===== src/rtl/agen_pkg.sv =====
// Package: shared constants and types of the address generator.
// Assumes a byte-addressed space and 4-byte words.
package agen_pkg;
    localparam int unsigned WORD_BYTES = 4;
    localparam int unsigned WORD_LSBS  = $clog2(WORD_BYTES);

    // Indexing form derived from the post/update selectors.
    typedef enum logic [1:0] {
        FORM_PRE    = 2'd0,
        FORM_PRE_WB = 2'd1,
        FORM_POST   = 2'd2
    } idx_form_t;
endpackage


===== src/rtl/agen_offset.sv =====
// Offset unit: selects the zero-extended immediate or the shifted register
// as the unsigned offset magnitude. Assumes shamt < AW.
module agen_offset #(
    parameter int unsigned AW    = 32,
    parameter int unsigned IMM_W = 12,
    parameter int unsigned SH_W  = 5
) (
    input  logic [IMM_W-1:0] off_imm,
    input  logic [AW-1:0]    off_reg,
    input  logic             off_sel_reg,
    input  logic             shift_dir,
    input  logic [SH_W-1:0]  shamt,
    output logic [AW-1:0]    off_mag
);
    localparam int unsigned PAD_W = AW - IMM_W;

    logic [AW-1:0] imm_ext;
    logic [AW-1:0] reg_shifted;

    // Zero-extend the immediate to the address width.
    always_comb begin
        imm_ext = {{PAD_W{1'b0}}, off_imm};
    end

    // Shift the register operand in the requested direction.
    always_comb begin
        if (shift_dir) begin
            reg_shifted = off_reg >> shamt;
        end else begin
            reg_shifted = off_reg << shamt;
        end
    end

    // Pick the offset source.
    always_comb begin
        off_mag = off_sel_reg ? reg_shifted : imm_ext;
    end
endmodule


===== src/rtl/agen_index.sv =====
// Index unit: chooses the base (register or biased instruction address),
// applies the signed offset and maps the indexing form onto the access
// address and the update value. PC-relative requests never update.
module agen_index #(
    parameter int unsigned AW      = 32,
    parameter int unsigned PC_BIAS = 8
) (
    input  logic [AW-1:0] base_val,
    input  logic [AW-1:0] instr_addr,
    input  logic [AW-1:0] off_mag,
    input  logic          off_neg,
    input  logic          post_idx,
    input  logic          wb_req,
    input  logic          pc_rel,
    output logic [AW-1:0] addr,
    output logic [AW-1:0] upd_val,
    output logic          upd_want
);
    import agen_pkg::*;

    localparam logic [AW-1:0] BIAS = AW'(PC_BIAS);

    logic [AW-1:0] base_sel;
    logic [AW-1:0] sum;
    idx_form_t     form;

    // Base source: register, or instruction address plus pipeline bias.
    always_comb begin
        base_sel = pc_rel ? (instr_addr + BIAS) : base_val;
    end

    // Add or subtract the offset magnitude.
    always_comb begin
        sum = off_neg ? (base_sel - off_mag) : (base_sel + off_mag);
    end

    // Decode the indexing form from the two selectors.
    always_comb begin
        if (post_idx) begin
            form = FORM_POST;
        end else if (wb_req) begin
            form = FORM_PRE_WB;
        end else begin
            form = FORM_PRE;
        end
    end

    // Map the form onto address, update value and update request.
    always_comb begin
        upd_val = sum;
        unique case (form)
            FORM_POST: begin
                addr     = base_sel;
                upd_want = !pc_rel;
            end
            FORM_PRE_WB: begin
                addr     = sum;
                upd_want = !pc_rel;
            end
            default: begin
                addr     = sum;
                upd_want = 1'b0;
            end
        endcase
    end
endmodule


===== src/rtl/agen_branch.sv =====
// Branch unit: scales the signed word offset by 4, sign-extends it and adds
// it to the instruction address plus the pipeline bias. Assumes AW >= BR_W+2.
module agen_branch #(
    parameter int unsigned AW      = 32,
    parameter int unsigned BR_W    = 24,
    parameter int unsigned PC_BIAS = 8
) (
    input  logic [AW-1:0]   instr_addr,
    input  logic [BR_W-1:0] br_off,
    output logic [AW-1:0]   target
);
    localparam int unsigned EXT_W = AW - BR_W - 2;
    localparam logic [AW-1:0] BIAS = AW'(PC_BIAS);

    logic [AW-1:0] disp;

    // Scale to bytes and sign-extend to the address width.
    always_comb begin
        disp = {{EXT_W{br_off[BR_W-1]}}, br_off, 2'b00};
    end

    // Add the displacement to the biased instruction address.
    always_comb begin
        target = instr_addr + BIAS + disp;
    end
endmodule


===== src/rtl/ldst_agen.sv =====
// Top: load/store and branch address generator with one register stage.
// Combines the offset, index and branch units, checks word alignment,
// cancels the base update on errors and branches, and registers the result.
// Assumes requests are single-cycle strobes; no back-pressure exists.
module ldst_agen #(
    parameter int unsigned AW      = 32,
    parameter int unsigned IMM_W   = 12,
    parameter int unsigned BR_W    = 24,
    parameter int unsigned PC_BIAS = 8
) (
    input  logic             clk,
    input  logic             rst_n,
    input  logic             req_valid,
    input  logic [AW-1:0]    base_val,
    input  logic [AW-1:0]    instr_addr,
    input  logic [IMM_W-1:0] off_imm,
    input  logic [AW-1:0]    off_reg,
    input  logic             off_sel_reg,
    input  logic             shift_dir,
    input  logic [4:0]       shamt,
    input  logic             off_neg,
    input  logic             post_idx,
    input  logic             wb_req,
    input  logic             byte_acc,
    input  logic             pc_rel,
    input  logic             is_branch,
    input  logic [BR_W-1:0]  br_off,
    output logic             rsp_valid,
    output logic [AW-1:0]    eff_addr,
    output logic             wb_en,
    output logic [AW-1:0]    wb_val,
    output logic [AW-1:0]    br_target,
    output logic             misalign
);
    import agen_pkg::*;

    logic [AW-1:0] off_mag;
    logic [AW-1:0] addr_c;
    logic [AW-1:0] upd_val_c;
    logic          upd_want_c;
    logic [AW-1:0] target_c;
    logic          mis_c;
    logic          wb_c;

    agen_offset #(.AW(AW), .IMM_W(IMM_W), .SH_W(5)) u_off (
        .off_imm     (off_imm),
        .off_reg     (off_reg),
        .off_sel_reg (off_sel_reg),
        .shift_dir   (shift_dir),
        .shamt       (shamt),
        .off_mag     (off_mag)
    );

    agen_index #(.AW(AW), .PC_BIAS(PC_BIAS)) u_idx (
        .base_val   (base_val),
        .instr_addr (instr_addr),
        .off_mag    (off_mag),
        .off_neg    (off_neg),
        .post_idx   (post_idx),
        .wb_req     (wb_req),
        .pc_rel     (pc_rel),
        .addr       (addr_c),
        .upd_val    (upd_val_c),
        .upd_want   (upd_want_c)
    );

    agen_branch #(.AW(AW), .BR_W(BR_W), .PC_BIAS(PC_BIAS)) u_br (
        .instr_addr (instr_addr),
        .br_off     (br_off),
        .target     (target_c)
    );

    // Alignment check for word accesses; branches make no data access.
    always_comb begin
        mis_c = !is_branch && !byte_acc && (addr_c[WORD_LSBS-1:0] != '0);
    end

    // Base update survives only for aligned, non-branch requests.
    always_comb begin
        wb_c = upd_want_c && !mis_c && !is_branch;
    end

    // Result register; flags drop when no request, data holds.
    always_ff @(posedge clk) begin
        if (!rst_n) begin
            rsp_valid <= 1'b0;
            wb_en     <= 1'b0;
            misalign  <= 1'b0;
            eff_addr  <= '0;
            wb_val    <= '0;
            br_target <= '0;
        end else begin
            rsp_valid <= req_valid;
            wb_en     <= req_valid && wb_c;
            misalign  <= req_valid && mis_c;
            if (req_valid) begin
                eff_addr  <= addr_c;
                wb_val    <= upd_val_c;
                br_target <= target_c;
            end
        end
    end

    // every request yields a result one cycle later.
    a_r2_one_cycle: assert property (@(posedge clk) disable iff (!rst_n)
        req_valid |=> rsp_valid);

    // a pre-indexed update writes the access address back.
    a_r4_wb_matches_addr: assert property (@(posedge clk) disable iff (!rst_n)
        (rsp_valid && wb_en && !$past(post_idx)) |-> (wb_val == eff_addr));

    // post-indexed register-based access uses the base untouched.
    a_r5_post_base: assert property (@(posedge clk) disable iff (!rst_n)
        (rsp_valid && $past(post_idx) && !$past(pc_rel) && !$past(is_branch))
        |-> (eff_addr == $past(base_val)));

    // PC-relative requests never update the base.
    a_r8_pcrel_no_wb: assert property (@(posedge clk) disable iff (!rst_n)
        (rsp_valid && $past(pc_rel)) |-> !wb_en);

    // branches raise neither update nor alignment error.
    a_r9_branch_quiet: assert property (@(posedge clk) disable iff (!rst_n)
        (rsp_valid && $past(is_branch)) |-> (!wb_en && !misalign));

    // branch target keeps the instruction address word phase.
    a_r9_target_phase: assert property (@(posedge clk) disable iff (!rst_n)
        rsp_valid |-> (br_target[1:0] == $past(instr_addr[1:0])));

    // an alignment error cancels the update.
    a_r10_mis_blocks_wb: assert property (@(posedge clk) disable iff (!rst_n)
        misalign |-> !wb_en);

    // byte accesses are never misaligned.
    a_r10_byte_ok: assert property (@(posedge clk) disable iff (!rst_n)
        (rsp_valid && $past(byte_acc)) |-> !misalign);

    // flags are quiet without a result.
    a_r11_idle_quiet: assert property (@(posedge clk) disable iff (!rst_n)
        !rsp_valid |-> (!wb_en && !misalign));
endmodule


===== config.mk =====
export PLATFORM = sky130hd
export DESIGN_NAME = ldst_agen
export DESIGN_NICKNAME = d
export VERILOG_FILES = /design/src/rtl/agen_pkg.sv /design/src/rtl/agen_offset.sv /design/src/rtl/agen_index.sv /design/src/rtl/agen_branch.sv /design/src/rtl/ldst_agen.sv
export SDC_FILE = /design/constraint.sdc
export NUM_CORES = 1
export LEC_CHECK = 0
export ABC_CLOCK_PERIOD_IN_PS = 8900
export BUFFER_PORTS_ARGS = -buffer_cell sky130_fd_sc_hd__buf_2
export CAP_MARGIN = 20
export CORE_MARGIN = 5
export CORE_UTILIZATION = 40
export CTS_BUF_LIST = sky130_fd_sc_hd__clkbuf_4 sky130_fd_sc_hd__clkbuf_8 sky130_fd_sc_hd__clkbuf_16
export DETAILED_ROUTE_END_ITERATION = 10
export GPL_ROUTABILITY_DRIVEN = 0
export GPL_TIMING_DRIVEN = 0
export SETUP_SLACK_MARGIN = 0.02
export SKIP_LAST_GASP = 1
export SYNTH_ARGS = -nofsm -noshare
export SYNTH_HDL_FRONTEND = slang
export SYNTH_SLANG_ARGS = --single-unit
export TNS_END_PERCENT = 20

===== constraint.sdc =====
create_clock -name clk -period 8.9 [get_ports clk]
set_input_delay 1.78 -clock clk [delete_from_list [all_inputs] [get_ports clk]]
set_output_delay 1.78 -clock clk [all_outputs]
set_load 0.02 [all_outputs]

# Yosys cells after proc, flatten, opt, wreduce, memory -nomap -nowiden
# Cells that the tools add are included.
[totals] out_inout_bits=99 reg_bits=99 word_cells=34
[op_classes] addsub=4 n_reduce_logical=12 shift=2 muxes=8 n_eq_ne=2
[ops] op="$mux 32" n=5
[ops] op="$add 32x32->32" n=2
[ops] op="$add 32x4->32 const B" n=1
[ops] op="$shl 32x5->32" n=1
[ops] op="$shr 32x5->32" n=1
[ops] op="$sub 32x32->32" n=1
[ops] op="$logic_and 1x1->1" n=6
[ops] op="$logic_not 1->1" n=4
[ops] op="$eq 2x1->1 const B" n=1
[ops] op="$eq 2x2->1 const B" n=1
[ops] op="$mux 1" n=2
[ops] op="$mux 2" n=1
[ops] op="$reduce_bool 2->1" n=1
[ops] op="$reduce_or 2->1" n=1

# Logic depth before layout (Yosys ltp)
# Gate-level depths: netlist of the first run.
[depth] word_depth=12 ltp_mapped=30

# Cells and area by module
# From an unflattened synthesis of the first run, not the netlist that was laid out.
[unflattened] cells_unflattened=1714 area_unflattened_um2=13927.1
[modules_own_cells] module="agen_offset" seq_area_each_um2=0.0 area_each_um2=4575.6 n_inst=1 cells_per_inst=565
[modules_own_cells] module="agen_index" seq_area_each_um2=0.0 area_each_um2=3758.6 n_inst=1 cells_per_inst=600
[modules_own_cells] module="ldst_agen" seq_area_each_um2=1981.9 area_each_um2=3721.1 n_inst=1 cells_per_inst=317
[modules_own_cells] module="agen_branch" seq_area_each_um2=0.0 area_each_um2=1871.8 n_inst=1 cells_per_inst=232

# Worst setup path before layout of the first run
# OpenSTA, ideal clock, no wires.
[synth_timing] path_type="input to register" from="input port shamt[1]" to="register wb_val[30]" path_stages=27 t_required_ps=8829 arrival_ps=7035 slack_ps=1794 path_buffers=5 path_cell_list="buf_2 -> buf_4 -> buf_2 -> buf_2 -> buf_2 -> mux4_2 -> nand2_1 -> nand3_1 -> nand3_1 -> a31oi_1 -> inv_1 -> ha_1 -> o21ai_0 -> a2111oi_4 -> and3_1 -> nor2_1 -> xor2_1 -> ha_1 -> a22o_1 -> or4_1 -> a311o_1 -> a21bo_1 -> o31a_1 -> a41oi_1 -> a21boi_0 -> a211o_1 -> a21oi_1"
[synth_between] elab_chain_len=5
[synth_lines] item="from (decl)" line="ldst_agen.sv:20" text="input logic [4:0] shamt,"
[synth_lines] item="$shl 32x5->32 / $shr 32x5->32 (equally long branches)" line="agen_offset.sv:30, agen_offset.sv:28"
[synth_lines] item="$mux 32 *" line="agen_offset.sv:27" text="if (shift_dir) begin"
[synth_lines] item="$mux 32 *" line="agen_offset.sv:36" text="off_mag = off_sel_reg ? reg_shifted : imm_ext;"
[synth_lines] item="$add 32x32->32 / $sub 32x32->32 (equally long branches)" line="agen_index.sv:34" text="sum = off_neg ? (base_sel - off_mag) : (base_sel + off_mag);"
[synth_lines] item="$mux 32 *" line="agen_index.sv:34"
[synth_lines] item="to (signal assigned)" line="ldst_agen.sv:98" text="wb_val <= upd_val_c;"
[synth_lines] item="to (decl)" line="ldst_agen.sv:31" text="output logic [AW-1:0] wb_val,"
# Every way passes the cells marked *; elsewhere a longest branch is shown, timed or not.
# A chain may end at the register's enable or synchronous reset.

# Final worst setup path of the first run
# Same ends and word-level chain as after synthesis.

==> results by group, run 1 <==
Status
  – Status: complete, no violations

Worst setup path
  – Reg2reg end: br_target[31]
  – Critical Path RT: between 9000 and 10000 ps
  – Stages on worst setup path: 25
  – Crit-path slowest cell: a2111oi_1
  – Max incr delay on CP: slightly below 600 ps
  – CP Data Arrival Time: roughly 8600 ps
  – Worst reg2reg path depth: 3
  – Family with the most delay on the worst path: compound AO/OA/AOI/OAI gates
  – Critical path type: in2reg
  – Worst setup EP type: flop
  – Worst path bufs/invs: 6
  – Crit start category: primary input
  – CP startpoint: shamt[1]
  – Reg2reg setup slack: slightly above 8000 ps
  – R2r startpoint: br_target[31]
  – Crit path max fanout: 10
  – End point of the critical path: wb_val[30]

Yosys
  – Async S/R FF share, synth: 0%
  – Post-synth EDFFs: 0
  – Cell Area, Synth: 0.0122 sq mm
  – Count of unique library cells instantiated by Yosys: 91
  – Post-Syn Area per Cell: approximately 8.2 sq um
  – Synth top area share: 16.3%
  – Number of synthesized register bits: 99
  – Yosys top cell by area: dfxtp_1
  – Syn_nets: between 1500 and 2000
  – Sequential element share of the synthesized area: between 10% and 20%
  – Most area-consuming cells after synthesis: dfxtp_1, mux2i_1, mux4_2, ha_1, nor2_1
  – Yosys warnings: 0
  – Mapped Cells: approximately 1500
  – Top FF cell, synth: dfxtp_1

Detailed routing
  – Vias per cell: slightly above 6
  – DRT Pass-1 Iters: 8
  – Drt drc: 0
  – WL per Instance: ~23 um
  – Final wirelength: between 40 and 50 mm
  – Final ANT Viol Nets: 0
  – Starting DRT DRC Count: roughly 1300
  – Overall via count from detail_route: roughly 13000

Global route
  – First-pass GRT wire length: 72.4 mm
  – Pin count of the biggest net entering global routing: 20
  – GRT overflow: 0
  – Number of global-route vias before repair: around 12000
  – Initial antenna violation count: 0
  – Total track usage: 27.0%

Timing
  – Total negative slack: 0 ps
  – Minimum clock period: ~8400 ps
  – Final Max Tran Viols: 0
  – Fmax: roughly 120 MHz
  – Fin. Hold Viols: 0
  – Setup Viol. Count Final: 0
  – Clock skew: 0 ps
  – Unrepaired setup endpoints after global routing: false
  – Tcrit/Tclk final: between 90% and 100%
  – Slew of the pin with the lowest slew margin: 950 ps
  – Max-slew headroom: between 30% and 40%

Clock tree
  – Maximum clock path buffer count: 2
  – Reg clk slew, reported paths: approximately 70 ps
  – Clk_lat worst skew: roughly 360 ps
  – Root Buffer: clkbuf_16
  – Resized Gates After CTS: 0
  – CTS tree: yes
  – CTS sink count: 99
  – Hold bufs inserted after CTS: 0
  – Num CTS Buffers: 9
  – # H-tree levels: 3
  – Setup Buffers After CTS: 0

Die
  – Initial Utilization: slightly above 40%
  – Die Area: between 0.03 and 0.04 sq mm
  – Total core area: ~0.030 sq mm
  – Boundary Pins: 247
  – Row cnt: between 60 and 70
  – DIE WIDTH: about 180 um
  – Die height: between 150 and 200 um

Hold path
  – Hold Path Class: reg2reg

Final layout
  – Final net count: 1947
  – Area Overhead vs Synth: 16.5%
  – Area of the multi-input gates: between 0.009 and 0.01 sq mm
  – Design Area, Final: between 0.01 and 0.015 sq mm
  – Register area: between 0.0015 and 0.002 sq mm
  – Share of cells above drive strength 1: approximately 23%
  – Diode count: 0
  – Fill cells: 3000

Placement
  – DP HPWL: ~40 mm
  – Placed standard-cell area: 0.0139 sq mm
  – IO buf count: 242

Power and ir drop
  – Pwr per Cell Area: 144 mW/mm^2
  – IR drop worst, VDD: just under 0.08 mV
  – Pleak: roughly 6.4 nW
  – Total power: just over 2 mW

Flow run
  – Number of max-cap violations: 0
## per-layer routing
layer  GRT usage, %  up-vias  part of all wire [%]
met4           12.1        0                   5.2
li1               -     6047                     -
met3           3.55      147                   8.8
met5              0        -                     0
met1           34.7     6132                    40
met2           45.2      769                    46
## state kept, by name, summed over array words and instances, names as in the netlist
signal     flops
rsp_valid      1
eff_addr      32
wb_en          1
wb_val        32
br_target     32
misalign       1
## tightest hold or removal path, stage by stage, from the launching register on
cell and delay [ps]:
dfxtp_1 310, nand2_1 50, nand2_1 40
## stage by stage
stage / instances / hold WS [ps] / utilization, % / setup WS [ps]
global placement: 2106 / 438 / 46.5 / 243
detailed placement: 2107 / 430 / 46.5 / 164
floorplan: 1474 / 514 / - / 1790
global route: 2123 / 484 / 47.5 / 22.8
CTS: 2123 / 441 / 47.5 / 501
finish: 2123 / 441 / 47.5 / 541
## worst min path at each step
stage / end / cells past startpoint / startpoint
global route: br_target[29] / 2 / br_target[29]
finish: br_target[29] / 2 / br_target[29]
floorplan: br_target[29] / 2 / br_target[29]
global placement: br_target[29] / 2 / br_target[29]
detailed placement: br_target[29] / 2 / br_target[29]
CTS: br_target[29] / 2 / br_target[29]
## layout by cell type (no fill, tap or decap), drive strengths merged, types with 30 or more instances in the layout
cell,instances
mux2,76
mux2i,119
inv,39
a21oi,82
buf,281
mux4,41
nand2,99
nand3,53
a21o,30
nor2,183
xor2,44
ha,69
dfxtp,99
o21ai,65
xnor2,62
clkbuf,55
## Yosys cell counts, types with 9 or more instances
master	count
a211oi_1	26
a21o_1	30
a21oi_1	82
a22oi_1	12
a31oi_1	18
and2_1	13
and3_1	22
buf_1	17
buf_2	12
buf_6	9
clkbuf_1	45
dfxtp_1	99
ha_1	69
inv_1	33
mux2_1	23
mux2_2	49
mux2i_1	119
mux4_2	39
nand2_1	99
nand2b_1	14
nand3_1	51
nor2_1	183
nor2b_1	20
nor3_1	21
o211ai_1	17
o21a_1	11
o21ai_0	55
o21ai_1	10
o22ai_1	12
o31ai_1	9
xnor2_1	62
xor2_1	44
## cell type report
class | count | share of cell area, %
Timing Repair Buffer | 243 | 8.61
Inverter | 35 | 0.928
Clock inverter | 7 | 0.495
Tap cell | 390 | 3.45
Sequential cell | 99 | 14.0
Buffer | 84 | 2.85
Clock buffer | 9 | 1.59
Multi-Input combinational cell | 1256 | 68.1
## kinds of logic (layout without fill, tap and decap cells)
family,count (synthesis),count (layout),share of synthesized area [%]
mux,236,236,24.6
fa+ha+maj,71,71,7.43
buf+inv,119,378,4.39
simple gates,468,468,18.2
compound gates,374,374,21.2
xor+xnor,107,107,7.82
flops,99,99,16.3
## report_power, final
group	internal, mW	total (mW)	switching (mW)	leakage [nW]
Combinational	0.431	1.09	0.664	5.40
Clock	0.198	0.396	0.198	0.142
Sequential	0.505	0.542	0.0373	0.819
Note: power is estimated with default switching activity, not from simulation.
==> inputs of run 2 (changes only) <==
--- a/config.mk
+++ b/config.mk
@@ -13,7 +13,7 @@
 export CTS_BUF_LIST = sky130_fd_sc_hd__clkbuf_4 sky130_fd_sc_hd__clkbuf_8 sky130_fd_sc_hd__clkbuf_16
 export DETAILED_ROUTE_END_ITERATION = 10
 export GPL_ROUTABILITY_DRIVEN = 0
-export GPL_TIMING_DRIVEN = 0
+export GPL_TIMING_DRIVEN = 1
 export SETUP_SLACK_MARGIN = 0.02
 export SKIP_LAST_GASP = 1
 export SYNTH_ARGS = -nofsm -noshare
==> results by group, run 2 (same netlist as run 1, synthesis figures left out) <==
Detailed routing
  – Final ANT Viol Nets: 0
  – DRT Pass-1 Iters: 7
  – Drt drc: 0
  – Starting DRT DRC Count: approximately 1100
  – Wire length on met1: 18.4 mm
  – Routed wl met3: between 3 and 4 mm
  – Top Layer Used: met4
  – Final wirelength: approximately 43 mm
  – Overall via count from detail_route: 12403
  – WL per Instance: between 20 and 25 um
  – Vias per cell: roughly 6.0
  – Wire length on met2: ~20 mm

Die
  – Initial Utilization: 40.8%
  – DIE WIDTH: approximately 180 um
  – Die height: 184 um
  – Row cnt: 63
  – Die Area: approximately 0.034 sq mm
  – Total core area: approximately 0.030 sq mm
  – Boundary Pins: approximately 250

Global route
  – First-pass GRT wire length: about 66 mm
  – Number of global-route vias before repair: ~12000
  – Total track usage: about 24%
  – Pin count of the biggest net entering global routing: 78
  – GRT overflow: 0
  – Initial antenna violation count: 1

Placement
  – Post-Place Cells: between 2000 and 2500
  – IO buf count: 246
  – DP Worst Slack: about 670 ps
  – DP HPWL: approximately 35 mm

Timing
  – Fin. Hold Viols: 0
  – Fin Hold WS: 460 ps
  – Clock skew: 0 ps
  – Tcrit/Tclk final: about nine tenths
  – Final Worst Setup Slack: ~950 ps
  – Minimum clock period: approximately 8000 ps
  – Setup Viol. Count Final: 0
  – Max-slew headroom: 39.2%
  – Fmax: about 130 MHz
  – Unrepaired setup endpoints after global routing: false
  – Slew of the pin with the lowest slew margin: between 900 and 1000 ps
  – Total negative slack: 0 ps
  – Final Max Tran Viols: 0

Power and ir drop
  – IR drop worst, VDD: ~0.11 mV
  – Comb pwr share: 51.4%
  – Pwr per Cell Area: 148 mW/mm^2
  – Clock Power Share: a little under a quarter
  – Pleak: 6.34 nW
  – Reg power frac: 25.8%
  – Switching fraction of total power: 41.3%
  – Psw: ~0.86 mW
  – Design internal power: about 1.2 mW

Hold path
  – Hold Path Class: reg2reg
  – Hold path depth: 2
  – Worst Hold Launch: eff_addr[31]
  – Hold endpoint: eff_addr[31]

Final layout
  – Biggest regs: br_target (32), eff_addr (32), wb_val (32)
  – Commonest non-fill, non-tap cell in the layout: buf_2
  – Most frequent cells in the layout: buf_2, nor2_1, mux2i_1, nand2_1, dfxtp_1
  – Area Overhead vs Synth: 15.3%
  – Share of cells above drive strength 1: between 20% and 30%
  – Final net count: approximately 1900
  – Non-filler instance count after layout: roughly 2100

Worst setup path
  – CP Data Arrival Time: between 8000 and 9000 ps
  – Worst reg2reg path depth: 3
  – Worst setup EP type: flop
  – R2r startpoint: br_target[31]
  – Reg2reg end: br_target[31]
  – Crit path max fanout: 45
  – Critical path type: in2reg
  – Critical Path RT: between 9000 and 10000 ps
  – Max incr delay on CP: ~600 ps
  – Crit-path slowest cell: mux4_2
  – Crit start category: primary input
  – Reg2reg setup slack: 8080 ps

Clock tree
  – Num CTS Buffers: 9
  – Resized Gates After CTS: 0
  – Hold bufs inserted after CTS: 0
  – Setup Buffers After CTS: 0
  – CTS tree: yes
  – CTS sink count: 99
  – Clk_lat worst skew: 350 ps
  – Reg clk slew, reported paths: 70 ps
  – Root Buffer: clkbuf_16
  – # H-tree levels: 3
  – Maximum clock path buffer count: 2

Status
  – Status: complete, no violations

Flow run
  – Number of max-cap violations: 0
run 2: cell count changes in the layout (fill, tap and decap cells not counted), moves of 2 or more:
cell	previous run	this run
buf_4	2	23
buf_2	253	244
inv_6	3	1
buf_6	9	0
bufinv_16	0	3
buf_1	17	0
clkbuf_1	45	0
run 2: final cells by class:
cell class | instances | area, sq um
Antenna cell | 1 | 2.50
Clock buffer | 10 | 239
Clock inverter | 6 | 119
Fill cell | 2998 | 15800
Inverter | 35 | 131
Multi-Input combinational cell | 1256 | 9640
Sequential cell | 99 | 1980
Tap cell | 390 | 488
Timing Repair Buffer | 268 | 1410
run 2: how the worst max path moves through the flow:
stage              from           end
2_1_floorplan  shamt[1]    wb_val[30]
3_3_place_gp   shamt[1]  eff_addr[31]
3_5_place_dp   shamt[1]  eff_addr[31]
4_1_cts        shamt[1]  eff_addr[31]
5_1_grt        shamt[0]  eff_addr[27]
6_report       shamt[0]  eff_addr[31]
run 2: power by group through the flow:
stage | logic [mW] | registers, mW | clock network (mW)
after floorplan | 0.671 | 0.619 | 0
after global placement | 1.05 | 0.546 | 0
after detailed placement | 1.05 | 0.547 | 0
after CTS | 1.06 | 0.537 | 0.483
after global routing | 1.16 | 0.545 | 0.500
final | 1.07 | 0.537 | 0.473
run 2: metrics by stage:
stage,power [mW],util (%),area [sq um]
2_1_floorplan,1.29,-,12200
3_3_place_gp,1.59,45.8,13700
3_5_place_dp,1.60,45.8,13700
4_1_cts,2.08,47.0,14000
5_1_grt,2.20,47.0,14000
6_report,2.08,47.0,14000
run 2: critical path, delay by kind of cell:
family	cells	cell delay [ps]
adder cells (fa/ha/maj)	2	530
buffers and inverters	3	920
AND/OR/NAND/NOR	6	1020
XOR/XNOR	1	490
multiplexers	3	1020
AO/OA/AOI/OAI	12	2400
run 2: metal layers:
| metal | track usage [%] | up-vias |
|---|---|---|
| met5 | 0 | - |
| met3 | 3.65 | 105 |
| met2 | 39.7 | 574 |
| li1 | - | 5918 |
| met4 | 8.64 | 0 |
| met1 | 32.2 | 5806 |
